## src/rtl/frt_pkg.sv

```systemverilog
package frt_pkg;

    localparam int NUM_PORTS = 4;

    typedef enum logic [2:0] {
        PORT_N     = 3'd0,
        PORT_E     = 3'd1,
        PORT_S     = 3'd2,
        PORT_W     = 3'd3,
        PORT_LOCAL = 3'd4
    } port_e;

    typedef struct packed {
        logic  ok;
        port_e port;
    } lkp_res_t;

endpackage

```

## src/rtl/frt_entry_store.sv

```systemverilog
module frt_entry_store
    import frt_pkg::*;
#(
    parameter int NUM_NODES = 16,
    parameter int ID_W      = $clog2(NUM_NODES)
) (
    input  logic                                 clk,
    input  logic                                 rst_n,
    input  logic [ID_W-1:0]                      self_id_i,
    input  logic                                 recovering_i,
    input  logic                                 inval_i,
    input  logic [ID_W-1:0]                      bcast_id_i,
    input  logic [NUM_PORTS-1:0]                 flag_mask_i,
    output logic [NUM_NODES-1:0][NUM_PORTS-1:0]  entries_o
);

    typedef struct packed {
        logic [NUM_NODES-1:0][NUM_PORTS-1:0] ent;
    } store_t;

    store_t st_d, st_q;
    logic   wr_allowed;
    logic   tgt_empty;

    always_comb begin
        st_d       = st_q;
        tgt_empty  = (st_q.ent[bcast_id_i] == '0);
        wr_allowed = recovering_i && (flag_mask_i != '0)
                     && (bcast_id_i != self_id_i) && tgt_empty;
        if (inval_i) begin
            st_d.ent = '0;
        end else if (wr_allowed) begin
            st_d.ent[bcast_id_i] = st_q.ent[bcast_id_i] | flag_mask_i;
        end
    end

    always_ff @(posedge clk) begin
        if (!rst_n) begin
            st_q <= '0;
        end else begin
            st_q <= st_d;
        end
    end

    assign entries_o = st_q.ent;

endmodule

```

## src/rtl/frt_port_pick.sv

```systemverilog
module frt_port_pick
    import frt_pkg::*;
#(
    parameter int VC_W = 3
) (
    input  logic [NUM_PORTS-1:0]      cand_i,
    input  logic [NUM_PORTS*VC_W-1:0] free_vc_i,
    output logic                      any_o,
    output logic [1:0]                idx_o
);

    logic [VC_W-1:0] cnt [NUM_PORTS];

    for (genvar p = 0; p < NUM_PORTS; p++) begin : g_slice
        assign cnt[p] = free_vc_i[p*VC_W +: VC_W];
    end

    logic [VC_W-1:0] best_cnt;

    always_comb begin
        any_o    = 1'b0;
        idx_o    = 2'd0;
        best_cnt = '0;
        for (int p = 0; p < NUM_PORTS; p++) begin
            if (cand_i[p] && (!any_o || (cnt[p] > best_cnt))) begin
                any_o    = 1'b1;
                idx_o    = 2'(p);
                best_cnt = cnt[p];
            end
        end
    end

endmodule

```

## src/rtl/flag_route_table.sv

```systemverilog
module flag_route_table
    import frt_pkg::*;
#(
    parameter int NUM_NODES = 16,
    parameter int VC_W      = 3,
    parameter int ID_W      = $clog2(NUM_NODES)
) (
    input  logic                      clk,
    input  logic                      rst_n,
    input  logic [ID_W-1:0]           self_id_i,
    input  logic                      recovering_i,
    input  logic                      inval_i,
    input  logic [ID_W-1:0]           bcast_id_i,
    input  logic [3:0]                flag_mask_i,
    input  logic [ID_W-1:0]           lkp_dst_i,
    input  logic [4*VC_W-1:0]         free_vc_i,
    output logic                      route_ok_o,
    output logic [2:0]                out_port_o
);

    logic [NUM_NODES-1:0][NUM_PORTS-1:0] tbl_q;
    logic [NUM_PORTS-1:0]                dst_entry;
    logic                                pick_any;
    logic [1:0]                          pick_idx;
    lkp_res_t                            res_d, res_q;

    frt_entry_store #(
        .NUM_NODES (NUM_NODES),
        .ID_W      (ID_W)
    ) u_store (
        .clk          (clk),
        .rst_n        (rst_n),
        .self_id_i    (self_id_i),
        .recovering_i (recovering_i),
        .inval_i      (inval_i),
        .bcast_id_i   (bcast_id_i),
        .flag_mask_i  (flag_mask_i),
        .entries_o    (tbl_q)
    );

    assign dst_entry = tbl_q[lkp_dst_i];

    frt_port_pick #(
        .VC_W (VC_W)
    ) u_pick (
        .cand_i    (dst_entry),
        .free_vc_i (free_vc_i),
        .any_o     (pick_any),
        .idx_o     (pick_idx)
    );

    always_comb begin
        res_d.ok   = 1'b0;
        res_d.port = PORT_N;
        if (!recovering_i) begin
            if (lkp_dst_i == self_id_i) begin
                res_d.ok   = 1'b1;
                res_d.port = PORT_LOCAL;
            end else if (pick_any) begin
                res_d.ok   = 1'b1;
                res_d.port = port_e'({1'b0, pick_idx});
            end
        end
    end

    always_ff @(posedge clk) begin
        if (!rst_n) begin
            res_q <= '{ok: 1'b0, port: PORT_N};
        end else begin
            res_q <= res_d;
        end
    end

    assign route_ok_o = res_q.ok;
    assign out_port_o = res_q.port;

endmodule

```

## config.mk

```make
export PLATFORM = sky130hd
export DESIGN_NAME = flag_route_table
export DESIGN_NICKNAME = d
export VERILOG_FILES = /design/src/rtl/frt_pkg.sv /design/src/rtl/frt_entry_store.sv /design/src/rtl/frt_port_pick.sv /design/src/rtl/flag_route_table.sv
export SDC_FILE = /design/constraint.sdc
export NUM_CORES = 1
export LEC_CHECK = 0
export BUFFER_PORTS_ARGS = -buffer_cell sky130_fd_sc_hd__buf_2
export CORE_ASPECT_RATIO = 0.6
export CORE_MARGIN = 2
export CORE_UTILIZATION = 53
export DETAILED_ROUTE_END_ITERATION = 12
export PLACE_DENSITY = 0.73
export RECOVER_POWER = 100
export SKIP_CTS_REPAIR_TIMING = 1
export SLEW_MARGIN = 10
export SYNTH_ARGS = -nofsm -noshare
export SYNTH_HDL_FRONTEND = slang
export SYNTH_SLANG_ARGS = --single-unit
```

## constraint.sdc

```tcl
create_clock -name clk -period 10.8 [get_ports clk]
set_clock_uncertainty 0.2 [all_clocks]
set_input_delay 2.16 -clock clk [delete_from_list [all_inputs] [get_ports clk]]
set_output_delay 2.16 -clock clk [all_outputs]
set_load 0.1 [all_outputs]
```

# == Yosys cells after proc, flatten, opt, wreduce, memory -nomap -nowiden ==
# Index checks and enable logic that the tools add are counted.
# word_totals
register_bits,68
inputBits,32
out_inout_bits,4
word_cells,67
# op_classes
n_lt_le_gt_ge,6
n_eq_ne,2
mux,19
bitwise_logic,3
reduce_logical,18
# ops
cell,count
64-bit bitwise mux,1
4-bit binary-select mux with 4-bit select,2
4-bit 2-to-1 mux,5
4-bit demux with 4-bit select,1
4-bit by 5-bit less-than comparator with 1-bit output (second input constant),2
3-bit greater-than comparator,3
3-bit 2-to-1 mux,3
1-bit logical AND,7
1-bit 2-to-1 mux,5
4-bit equality test,1
4-bit by 1-bit >= comparator with 1-bit output (second input constant),1
4-bit zero test,1
2-bit 2-to-1 mux,2
4-bit inequality test,1
4-bit OR,1
4-bit nonzero test,1
2-bit OR reduction,2
4-bit OR reduction,1
1-bit zero test,3
1-bit logical OR,3
1-bit inverter,2

# == Depth between registers and ports, before layout ==
# Gate-level depths: netlist of the first run.
# depth
ltp_word,17
ltp_mapped,21
ltp_nobuf,20

# == Modules after synthesis ==
# From an unflattened synthesis of the first run, not the netlist that was laid out.
# hier_totals
hier_cells,392
hier_area_um2,3990.1
# by_module_without_submodules
mod,n_inst,cells_each,area_each_um2,seq_area_each_um2
frt_entry_store,1,289,2905.3,1281.2
flag_route_table,1,57,740.7,80.1
frt_port_pick,1,46,344.1,0.0

# == Worst setup path before layout of the first run ==
# No wires, ideal clock.
# synth_path
path_type,input port to flip-flop
start,input port lkp_dst_i[0]
end,"register res_q, in the netlist out_port_o[1]"
setup_time_ns,0.127
t_arrival_ns,6.543
required_time_ns,10.473
slack_ns,3.930
path_stages,21
cell_sequence,clkbuf_1 buf_2 mux4_2 and2_2 ha_1 nand3_1 o21ai_0 o21ai_1 nand3_1 and2_1 ha_1 nor2b_1 o21a_1 o21ai_0 a211oi_1 a31o_1 ha_1 nor2b_1 o21a_1 o211ai_1 a31oi_1
# synth_between
elab_chain_cells,17
elab_cells_between_ends,26
cone_classes,3 x order compare; 1 x eq/ne; 11 x mux; 1 x bitwise; 10 x reduce/logical
# synth_rtl
item,line,rtl
"start, declared",flag_route_table.sv:15,"input logic [ID_W-1:0] lkp_dst_i,"
4-bit binary-select mux with 4-bit select,flag_route_table.sv:41,assign dst_entry = tbl_q[lkp_dst_i];
4-bit 2-to-1 mux (implied by the code),flag_route_table.sv:41,
3-bit 2-to-1 mux / 1-bit 2-to-1 mux (equally long branches),frt_port_pick.sv:25,if (cand_i[p] && (!any_o || (cnt[p] > best_cnt))) begin
3-bit greater-than comparator / 1-bit zero test (equally long branches),frt_port_pick.sv:25,
1-bit logical OR,frt_port_pick.sv:25,
1-bit logical AND,frt_port_pick.sv:25,
3-bit 2-to-1 mux / 1-bit 2-to-1 mux (equally long branches),frt_port_pick.sv:25,
3-bit greater-than comparator / 1-bit zero test (equally long branches),frt_port_pick.sv:25,
1-bit logical OR,frt_port_pick.sv:25,
1-bit logical AND,frt_port_pick.sv:25,
3-bit 2-to-1 mux / 1-bit 2-to-1 mux (equally long branches),frt_port_pick.sv:25,
3-bit greater-than comparator / 1-bit zero test (equally long branches),frt_port_pick.sv:25,
1-bit logical OR,frt_port_pick.sv:25,
1-bit logical AND,frt_port_pick.sv:25,
1-bit 2-to-1 mux,frt_port_pick.sv:25,
1-bit inverter (no source line),--,
4-bit OR reduction (no source line),--,
"end signal, assigned",flag_route_table.sv:68,"res_q <= '{ok: 1'b0, port: PORT_N};"
"end signal, assigned",flag_route_table.sv:70,res_q <= res_d;
"end, declared",flag_route_table.sv:25,"lkp_res_t res_d, res_q;"
# Several ways; a longest one is shown, not always the timed one. The select of a mux whose other input is x is not followed.
# A chain may end at the register's enable or synchronous reset.

# == Final worst setup path of the first run ==
# layout_path
start,input port lkp_dst_i[0]
end,"register res_q, in the netlist out_port_o[0]"
# Same word-level chain as after synthesis.

==> results of run 1 <==
## registers in the layout, summed over array words and instances, names as in the netlist
name / cells
route_ok_o: 1
out_port_o: 3
u_store.entries_o: 64
## area by class of cell
cell class / instances / area (µm²)
Fill cell: 542 / 2560
Multi-Input combinational cell: 276 / 2180
Sequential cell: 68 / 1360
Clock buffer: 12 / 246
Timing Repair Buffer: 36 / 175
Tap cell: 87 / 109
Clock inverter: 4 / 48.8
Inverter: 7 / 26.3
## power by group through the flow
stage | combinational [µW] | clock, µW | sequential [µW]
3_3_place_gp | 47.4 | 0 | 258
3_5_place_dp | 48.4 | 0 | 259
4_1_cts | 48.8 | 295 | 253
6_report | 49.7 | 291 | 253
2_1_floorplan | 32.3 | 0 | 260
5_1_grt | 53.3 | 303 | 253
## synthesized netlist by cell type, types with 2 or more instances
cell type / count
a211oi_1: 4
a21o_1: 3
a22o_1: 3
a22oi_1: 2
a31o_1: 2
a31oi_1: 3
and2_1: 3
buf_2: 5
buf_6: 2
clkbuf_1: 19
dfxtp_1: 68
ha_1: 9
inv_1: 7
mux2i_1: 4
mux4_1: 3
mux4_2: 34
nand2_1: 85
nand2b_1: 3
nand3_1: 7
nor2_1: 5
nor2b_1: 4
nor3b_1: 2
o2111ai_1: 2
o211ai_1: 2
o21a_1: 2
o21ai_0: 55
o21ai_1: 12
or2_2: 4
or4_1: 4
xnor2_1: 7
## logic make-up after synthesis
group                    Yosys count  share of synthesized area
AND/OR/NAND/NOR                  125                      0.152
buffers and inverters             34                     0.0415
XOR/XNOR                           7                     0.0167
flip-flops                        68                      0.370
adder cells (fa/ha/maj)            9                     0.0306
AO/OA/AOI/OAI                     94                      0.150
multiplexers                      41                      0.240
## path summary, 6_finish.rpt
check	slack [ps]	cells past startpoint	from	to
setup / recovery	3120	20	lkp_dst_i[0]	out_port_o[0]$_SDFF_PP0_
hold / removal	270	2	u_store.entries_o[38]$_SDFFE_PP0P_	u_store.entries_o[38]$_SDFFE_PP0P_
setup reg to reg	5210	20	u_store.entries_o[16]$_SDFFE_PP0P_	out_port_o[0]$_SDFF_PP0_
hold reg to reg	270	2	u_store.entries_o[38]$_SDFFE_PP0P_	u_store.entries_o[38]$_SDFFE_PP0P_
## through the flow
| stage | cells | setup slack [ps] | util |
|---|---|---|---|
| 3_3_place_gp | 474 | 3630 | 0.575 |
| 2_1_floorplan | 378 | 3930 | - |
| 4_1_cts | 490 | 3730 | 0.619 |
| 6_report | 490 | 3120 | 0.618 |
| 3_5_place_dp | 474 | 3390 | 0.575 |
| 5_1_grt | 490 | 2800 | 0.618 |
## critical path: cells and delay by family
kind | cells | cell delay (ps)
buffers and inverters | 1 | 950
muxes | 1 | 690
AOI/OAI and AO/OA | 9 | 2100
adders and majority gates | 3 | 840
and+or+nand+nor | 6 | 960
## cells in the final DEF, fill, tap and decap left out, types with 4 or more instances in the layout
master and count:
a211oi_1 4, buf_2 29, clkbuf_1 8, clkbuf_16 9, dfxtp_1 68, ha_1 9
inv_1 7, mux2i_1 4, mux4_2 34, nand2_1 85, nand3_1 7, nor2_1 5
o21ai_0 66, or2_2 4, or4_1 4, xnor2_1 7
## metal layers
| metal | vias to the layer above | global-route usage | share of wire |
|---|---|---|---|
| met3 | 24 | 0.0865 | 0.12 |
| met2 | 201 | 0.430 | 0.43 |
| met4 | 0 | 0.100 | 0.017 |
| li1 | 1424 | - | - |
| met5 | - | 0 | 0 |
| met1 | 1548 | 0.403 | 0.43 |
==> reports/results.env, run 1 <==
CTS-HTREE-LEVELS=3
POSTROUTEWIRELENGTH_MM=10.4
PERIOD_MINUS_SLACK_PS=7680
SYNTH_EDF_COUNT=0
TIMING.SLEW.HEADROOM=0.0376
SYNTH_FLOP_CELL='dfxtp_1'
SWITCHING_SHARE=0.234
SYNTH_ASYNC_SR_FLOP_SHARE=0
YOSYS_SYNTHESIS_WARNING_COUNT=0
CTS_ROOT_BUFFER='clkbuf_16'
CELL_INTERNAL_PWR_uW=455
DRIVE_GT1_FRAC=0.213
MAX-CAP-VIOLATIONS=0
CLOCK_PATH_BUFFERS=2
WORST-ENDPOINT-ARRIVAL_PS=7690
CRITICAL_PATH_PEAK_FANOUT=14
POWER.SWITCHING_uW=139
DIE_AREA_UM2=7650
GRT.TOTAL_USAGE=0.287
TRITONCTS='built'
SEQ_POWER_SHARE=0.426
GRT_PASS1_WL_MM=16.2
PLACEDINSTANCEAREA_UM2=3850
GP_CONGESTION=0.962
DIE_W_UM=112
POST-ROUTE-DRC-COUNT=0
SYNTH_LARGEST_AREA_CELL='dfxtp_1'
CLOCKPOWERSHARE=0.490
VIA_COUNT_OF_THE_FIRST_GLOBAL_ROUTING_PASS=2958
LEAKAGE_uW=0.00150
SETUP_TNS_FINAL_PS=0
DRV_SLEW=0
CTS_NUM_SINKS=68
CORE_AREA_UM2=6710
TOTAL_POWER_uW=594
FINAL_ANTENNA_NET_COUNT=0
CRIT_SLOWEST_CELL='clkbuf_1'
TOTAL_CONGESTION_OVERFLOW_AFTER_GLOBAL_ROUTING=0
ROUTEDWLPERCELL_UM=21.2
DIE_Y_UM=68.6
SYNTH_CELLS=378
FIN_CRIT_SH=0.711
WORST_HOLD_CHECK_PATH_TYPE='flip-flop to flip-flop'
ANTENNA_CELLS=0
LARGEST_NET_DEGREE_AT_THE_START_OF_GLOBAL_ROUTING=67
REPORT.FINAL.HOLD_VIOL_COUNT=0
CLK-INSERTION-DELAY-LATE_PS=340
SYNTH_AREA_PER_CELL_UM2=9.74
END_KIND='flip-flop'
YOSYS-TOP-CELLS-AREA='dfxtp_1 37%, mux4_2 21%, nand2_1 8.7%'
YOSYSTOPAREACELLSHARE=0.370
SYNTH.NET_COUNT=419
INITIAL_ANTENNA_VIOLATION_COUNT=0
TRITONCTS_BUFFERS=9
POST_SYNTH_INSTANCE_AREA_UM2=3680
PATH_CLASS='input pin to flip-flop'
RUN_STATUS='complete, no violations'
DETAILEDROUTE.FIRSTPASSITERATIONCOUNT=5
SETUP_VIOL_COUNT_FINAL=0
PLACEMENTROWS=23
SYNTH_SEQ_AREA_SHARE=0.370
NNETSFINAL=439
DPL.HPWL_MM=7.35
POST_LAYOUT_INSTANCE_AREA_UM2=4140
GRT_SETUP_UNREPAIRED='no'
LAYOUT-AREA-OVERHEAD-VS-SYNTH_PCT=12.5
FMAX_MHz=130
IOPINCOUNT=36
WORST_PIN_SLEW_PS=1440
SEQ_CELLS_POST_SYNTH=68
SYNTHDISTINCTLIBCELLS=43
ITER_0_DRT_VIOLATIONS=370
POWER.DENSITY_nW_PER_UM2=143
FIN_HOLD_WS_PS=267
INITIAL_UTILIZATION=0.549
VDD.IR_DROP.WORST_uV=110
NUM_VIAS=3197
POWER.COMBINATIONAL.FRACTION=0.084
CRITICAL_PATH_REQUIRED_PS=10810
PORTBUFFERS=35
CTS.CLK_SLEW.WORST_PATHS_PS=50
RATIO_OF_ROUTED_VIAS_TO_STANDARD_CELLS=6.52
WORSTSETUPSTARTPOINTTYPE='input pin'
CP_SLOWEST_STAGE_DELAY_PS=950
WORSTPATHCELLLIST='clkbuf_1 > mux4_2 > and2_2 > ha_1 > nand3_1 > o21ai_0 > o21ai_0 > nand3_1 > and2_1 > ha_1 > nor2b_1 > o21a_1 > o21ai_0 > a211oi_1 > a31o_1 > ha_1 > nor2b_1 > o21a_1 > o211ai_1 > a31oi_1'
(Power assumes the default switching activity.)
==> run 2: changes to the inputs <==
ABC_AREA = 1   (was not set)
PLACE_DENSITY = 0.71   (was 0.73)
clock period = 7.2 ns   (was 10.8 ns; I/O delays follow)
==> run 2 against run 1 <==
Net effect:
- the flow now finishes with violations (capacitance limit, slew limit)
- count of clock-buffer cells in the layout fell by 1
- cell area increased by 34%
- global-route usage increased by 0.95 points
- cell count up 110%
- synthesized area grew 43%
- critical path type unchanged
- largest cell class unchanged
- largest power group unchanged
- highest routed layer unchanged
==> reports/results.env, run 2 <==
DETAILEDROUTE.FIRSTPASSITERATIONCOUNT=5
SYNTH_FLOP_CELL='dfxtp_1'
GRT_SETUP_UNREPAIRED='no'
CLK-INSERTION-DELAY-LATE_PS=340
CP_SLOWEST_STAGE_DELAY_PS=2170
WORST_PIN_SLEW_PS=2970
ANTENNA_CELLS=0
RATIO_OF_ROUTED_VIAS_TO_STANDARD_CELLS=5.41
SETUP_TNS_FINAL_PS=0
ITER_0_DRT_VIOLATIONS=580
SEQ_POWER_SHARE=0.382
PLACEDINSTANCEAREA_UM2=5410
CELL_INTERNAL_PWR_uW=698
ROUTEDWLPERCELL_UM=15.3
TRITONCTS_BUFFERS=9
YOSYS-TOP-CELLS-AREA='dfxtp_1 26%, nand2_1 21%, inv_1 10%'
SWITCHING_SHARE=0.303
INITIAL_ANTENNA_VIOLATION_COUNT=0
SYNTH_CELLS=888
CTS-HTREE-LEVELS=3
WORSTPATHCELLLIST='clkbuf_2 > o21ai_0 > nand2_1 > nand2_1 > nand2_1 > nand2_1 > nor2_1 > nand2_1 > nor2_1 > buf_4 > nand3_1 > nand2_1 > inv_1 > nor2_1'
LARGEST_NET_DEGREE_AT_THE_START_OF_GLOBAL_ROUTING=65
SYNTH_ASYNC_SR_FLOP_SHARE=0
INITIAL_UTILIZATION=0.540
LEAKAGE_uW=0.00256
VIOLATIONS_IN_THE_FINAL_REPORTS='capacitance limit, slew limit'
SYNTH_SEQ_AREA_SHARE=0.259
SYNTH_AREA_PER_CELL_UM2=5.92
SETUP_VIOL_COUNT_FINAL=0
PATH_CLASS='input pin to flip-flop'
REPORT.FINAL.HOLD_VIOL_COUNT=0
POWER.COMBINATIONAL.FRACTION=0.190
FIN_CRIT_SH=0.865
POWER.SWITCHING_uW=304
POST_SYNTH_INSTANCE_AREA_UM2=5260
CP_BUFS_INVS=3
VIA_COUNT_OF_THE_FIRST_GLOBAL_ROUTING_PASS=4824
CRIT_SLOWEST_CELL='nor2_1'
CLOCKPOWERSHARE=0.428
FINAL_ANTENNA_NET_COUNT=0
SYNTH_LARGEST_AREA_CELL='dfxtp_1'
POWER.DENSITY_nW_PER_UM2=180
TOTAL_CONGESTION_OVERFLOW_AFTER_GLOBAL_ROUTING=0
POST_LAYOUT_INSTANCE_AREA_UM2=5560
MAX-CAP-VIOLATIONS=1
NETLIST_TOP_CELLS_COUNT='298 x nand2_1, 147 x inv_1, 106 x nor2_1, 68 x dfxtp_1, 65 x nand4_1'
CRITICAL_PATH_REQUIRED_PS=7270
CTS_ROOT_BUFFER='clkbuf_16'
WORST-ENDPOINT-ARRIVAL_PS=6300
DPL.HPWL_MM=11.2
SYNTH.NET_COUNT=929
DRV_SLEW=36
YOSYS_SYNTHESIS_WARNING_COUNT=0
PLACEMENTROWS=28
DIE_AREA_UM2=10800
NUM_VIAS=5599
GP_CONGESTION=1.01
LAYOUT_COMMONEST_CELL='nand2_1'
PORTBUFFERS=35
TRITONCTS='built'
SYNTHDISTINCTLIBCELLS=29
WORST_PATH_MOST_REPEATED_CELL='nand2_1'
DIE_Y_UM=81.2
NNETSFINAL=938
WORST_SLACK_PS=973
WORST_HOLD_CHECK_PATH_TYPE='flip-flop to flip-flop'
SYNTHMOSTINSTANTIATEDCELL='nand2_1'
YOSYSTOPAREACELLSHARE=0.259
SEQ_CELLS_POST_SYNTH=68
CTS_NUM_SINKS=68
WORSTSETUPSTARTPOINTTYPE='input pin'
CLOCK_PATH_BUFFERS=2
POST-ROUTE-DRC-COUNT=0
TIMING.SLEW.HEADROOM=-0.984
END_KIND='flip-flop'
PERIOD_MINUS_SLACK_PS=6230
CORE_AREA_UM2=9740
POSTROUTEWIRELENGTH_MM=15.8
FMAX_MHz=161
SYNTH_EDF_COUNT=0
LARGEST_REG_FLOPS=64
DRIVE_GT1_FRAC=0.0800
GRT.TOTAL_USAGE=0.297
IOPINCOUNT=36
CRIT_FAMILY='simple AND/OR/NAND/NOR gates'
DIE_W_UM=133
LAYOUT-AREA-OVERHEAD-VS-SYNTH_PCT=5.61
RUN_STATUS='finished with violations'
CTS.CLK_SLEW.WORST_PATHS_PS=60
VDD.IR_DROP.WORST_uV=114
MOST-COMMON-LAYOUT-CELLS='298 x nand2_1, 147 x inv_1, 106 x nor2_1'
GRT_PASS1_WL_MM=24.9
CRITICAL_PATH_PEAK_FANOUT=56
PRECTSSETUPSLACK_PS=1320
## run 2: cell types whose count changed after synthesis, moves of 6 or more
cell | before | now
nor2_1 | 5 | 106
mux4_2 | 34 | 0
nand3_4 | 0 | 16
buf_2 | 5 | 17
a21oi_1 | 1 | 12
nand2_1 | 85 | 298
o21ai_1 | 12 | 6
o21ai_0 | 55 | 34
inv_1 | 7 | 147
nand3_1 | 7 | 45
o211ai_1 | 2 | 12
nand4_1 | 1 | 65
## run 2: power by group through the flow
stage	clock, µW	combinational, µW	sequential, µW
after floorplan	0	137	402
after global placement	0	187	391
after detailed placement	0	191	391
after CTS	432	192	383
after global routing	448	210	383
final	429	191	383
## run 2: per-stage QoR
step                utilization  hold WS, ps  power (µW)  cells
floorplan                     -          296         539    888
global placement          0.555          320         577   1021
detailed placement        0.555          319         582   1021
CTS                       0.584          331        1010   1035
global route              0.571          366        1040   1035
finish                    0.571          338        1000   1035
## run 2: final cells by class
cell class | count | area [µm²]
fill | 993 | 4180
multi-input combinational | 623 | 2950
sequential | 68 | 1360
inverter | 152 | 571
clock buffer | 11 | 233
timing repair buffer | 43 | 229
tap | 135 | 169
clock inverter | 3 | 40.0
## run 2: worst paths after layout
| path | startpoint | endpoint | slack (ps) | cells past startpoint |
|---|---|---|---|---|
| setup / recovery | bcast_id_i[0] | u_store.entries_o[30]$_SDFFE_PP0P_ | 970 | 14 |
| hold / removal | u_store.entries_o[51]$_SDFFE_PP0P_ | u_store.entries_o[51]$_SDFFE_PP0P_ | 340 | 4 |
| hold reg to reg | u_store.entries_o[51]$_SDFFE_PP0P_ | u_store.entries_o[51]$_SDFFE_PP0P_ | 340 | 4 |
| setup reg to reg | u_store.entries_o[34]$_SDFFE_PP0P_ | u_store.entries_o[30]$_SDFFE_PP0P_ | 2650 | 14 |
## run 2: per-layer routing
metal	wire (µm)	part of all wire	track usage
met1	7430	0.47	0.427
met2	6560	0.42	0.427
met5	0	0	0
met4	195	0.012	0.0914
met3	1600	0.10	0.0818
## run 2: tightest hold or removal path, delay by kind of cell (launching register included)
family | cells | cell delay (ps)
simple gates | 2 | 80
buf+inv | 2 | 100
flops | 1 | 310
## run 2: cells by family after synthesis
logic type               synth area share
XOR/XNOR                           0.0133
AND/OR/NAND/NOR                     0.480
buffers and inverters               0.158
adder cells (fa/ha/maj)            0.0214
AO/OA/AOI/OAI                      0.0680
flip-flops                          0.259
==> run 3: changes to the inputs <==
CORE_MARGIN = 8   (was 2)
==> run 3 against run 2 <==
Net effect:
- the flow still finishes with violations (capacitance limit, slew limit)
- critical path depth unchanged
- routed wire length up 3.2%
- utilization down 0.051 points
- power down 1.1%
- count of clock-buffer cells in the layout up 2
- flip-flop and latch count unchanged
- global-route usage down 5.1 points
- hold slack worse by 4.9 ps
- register-to-register slack better by 240 ps
- cell area up 0.27%
- sequential power about the same
- first-iteration DRC count up 6.4%
- critical path type unchanged
==> reports/results.env, run 3 (synthesis results as in run 2) <==
MULTI_INPUT_GATE_AREA_UM2=2970
WORST_HOLD_CHECK_PATH_TYPE='flip-flop to flip-flop'
REPORT.FINAL.HOLD_VIOL_COUNT=0
LAYOUT_COMMONEST_CELL='nand2_1'
CLK-INSERTION-DELAY-LATE_PS=340
NUM_VIAS=5600
WORSTSETUPSTARTPOINTTYPE='input pin'
END_KIND='flip-flop'
ANTENNA_CELLS=0
TIMING.REG2REG.WORST_PATH_DEPTH=14
FMAX_MHz=163
LARGEST_REG_FLOPS=64
SWITCHING_SHARE=0.309
SETUP_TNS_FINAL_PS=0
VIA_COUNT_OF_THE_FIRST_GLOBAL_ROUTING_PASS=4947
WORST_PIN_SLEW_PS=3170
POWER.SWITCHING_uW=306
MIN_FROM='u_store.entries_o[14]$_SDFFE_PP0P_'
DIE_Y_UM=93.2
NFILLCELLS=938
CLOCKPOWERSHARE=0.420
PERIOD_MINUS_SLACK_PS=6150
FIN_CRIT_SH=0.854
WORST-ENDPOINT-ARRIVAL_PS=6220
LAYOUT-AREA-OVERHEAD-VS-SYNTH_PCT=5.90
LARGEST_NET_DEGREE_AT_THE_START_OF_GLOBAL_ROUTING=65
CLOCK_PATH_BUFFERS=2
RATIO_OF_ROUTED_VIAS_TO_STANDARD_CELLS=5.41
HOLDPATHSTAGES=4
CTS_NUM_SINKS=68
POWER.COMBINATIONAL.FRACTION=0.193
INITIAL_ANTENNA_VIOLATION_COUNT=0
POWER.DENSITY_nW_PER_UM2=178
MAX-CAP-VIOLATIONS=1
DRIVE_GT1_FRAC=0.0811
TIMING.SLEW.HEADROOM=-1.12
DIE_W_UM=145
GRT.TOTAL_USAGE=0.246
DIE_AREA_UM2=13500
TRITONCTS='built'
ITER_0_DRT_VIOLATIONS=617
POSTLAYOUTCOREUTIL=0.570
SETUP_VIOL_COUNT_FINAL=0
PATH_CLASS='input pin to flip-flop'
PORTBUFFERS=35
POST-ROUTE-DRC-COUNT=0
MOST-COMMON-LAYOUT-CELLS='299 x nand2_1, 147 x inv_1, 105 x nor2_1'
TRITONCTS_BUFFERS=9
CRITICAL_PATH_REQUIRED_PS=7270
PLACEMENTROWS=28
VIOLATIONS_IN_THE_FINAL_REPORTS='capacitance limit, slew limit'
CTS.CLK_SLEW.WORST_PATHS_PS=50
VDD.IR_DROP.WORST_uV=127
ROUTEDWLPERCELL_UM=15.7
RR_STARTPOINT='u_store.entries_o[54]$_SDFFE_PP0P_'
CELL_INTERNAL_PWR_uW=685
RUN_STATUS='finished with violations'
GRT_PASS1_WL_MM=25.9
CRITICAL_PATH_PEAK_FANOUT=56
IOPINCOUNT=36
DRV_SLEW=36
DETAILEDROUTE.FIRSTPASSITERATIONCOUNT=6
FINAL-SEQ-AREA_UM2=1360
INITIAL_UTILIZATION=0.538
SEQ_POWER_SHARE=0.386
TOTAL_CONGESTION_OVERFLOW_AFTER_GLOBAL_ROUTING=0
CTS_ROOT_BUFFER='clkbuf_16'
NNETSFINAL=937
GRT_SETUP_UNREPAIRED='no'
REG2REG_SLACK_PS=2890
GP_CONGESTION=0.964
FINAL_ANTENNA_NET_COUNT=0
DPL.HPWL_MM=11.5
TIMING.HOLD.WORST_ENDPOINT='u_store.entries_o[14]$_SDFFE_PP0P_'
CTS-HTREE-LEVELS=3
CORE_AREA_UM2=9770
POSTROUTEWIRELENGTH_MM=16.3
LEAKAGE_uW=0.00256
R2R-END='u_store.entries_o[31]$_SDFFE_PP0P_'
==> run 3: power groups by stage <==
stage          registers, µW  clock network (µW)  logic, µW
2_1_floorplan            402                   0        137
3_3_place_gp             391                   0        188
3_5_place_dp             391                   0        193
4_1_cts                  383                 422        194
5_1_grt                  383                 434        212
6_report                 383                 416        192
==> run 3: metal layers <==
layer,wire (µm),vias up,share of wire,GRT usage
met4,183,0,0.011,0.0500
met3,1590,24,0.098,0.0437
met1,7750,2506,0.48,0.369
li1,-,2793,-,-
met2,6770,277,0.42,0.357
met5,0,-,0,0
==> run 3: metrics by stage <==
stage	setup WS [ps]	hold slack [ps]	area (µm²)	cells	total power, µW
after floorplan	2160	296	5260	888	539
after global placement	1540	321	5420	1020	578
after detailed placement	1320	325	5420	1020	584
after CTS	1650	337	5690	1035	999
after global routing	576	375	5570	1035	1030
final	1050	333	5570	1035	991
==> run 3: worst max-delay path, stage by stage <==
cell      delay (ps)
clkbuf_2         820
inv_2             60
nand2_1          330
nor2_1            80
nor2_1           100
nand2_1           60
nand2_1          130
nand4_2          100
nor2_1          2320
buf_12           270
nand3_1          180
nand2_1          110
inv_1             60
nor2_1           110
==> run 3: final cells by class <==
cell class	instances	area share
Multi-Input combinational cell	623	0.532
Sequential cell	68	0.244
Inverter	152	0.102
Clock buffer	13	0.0467
Timing Repair Buffer	42	0.0420
Tap cell	135	0.0303
Clock inverter	2	0.00180
==> run 3: worst max path at each step <==
stage                     slack, ps           from  cells after the start                            endpoint
after floorplan                2160   lkp_dst_i[2]                     29            out_port_o[1]$_SDFF_PP0_
after global placement         1540   lkp_dst_i[0]                     30            out_port_o[1]$_SDFF_PP0_
after detailed placement       1320   lkp_dst_i[0]                     31            out_port_o[1]$_SDFF_PP0_
after CTS                      1650   lkp_dst_i[0]                     31            out_port_o[1]$_SDFF_PP0_
after global routing            580   lkp_dst_i[1]                     29            out_port_o[0]$_SDFF_PP0_
final                          1050  bcast_id_i[0]                     14  u_store.entries_o[31]$_SDFFE_PP0P_
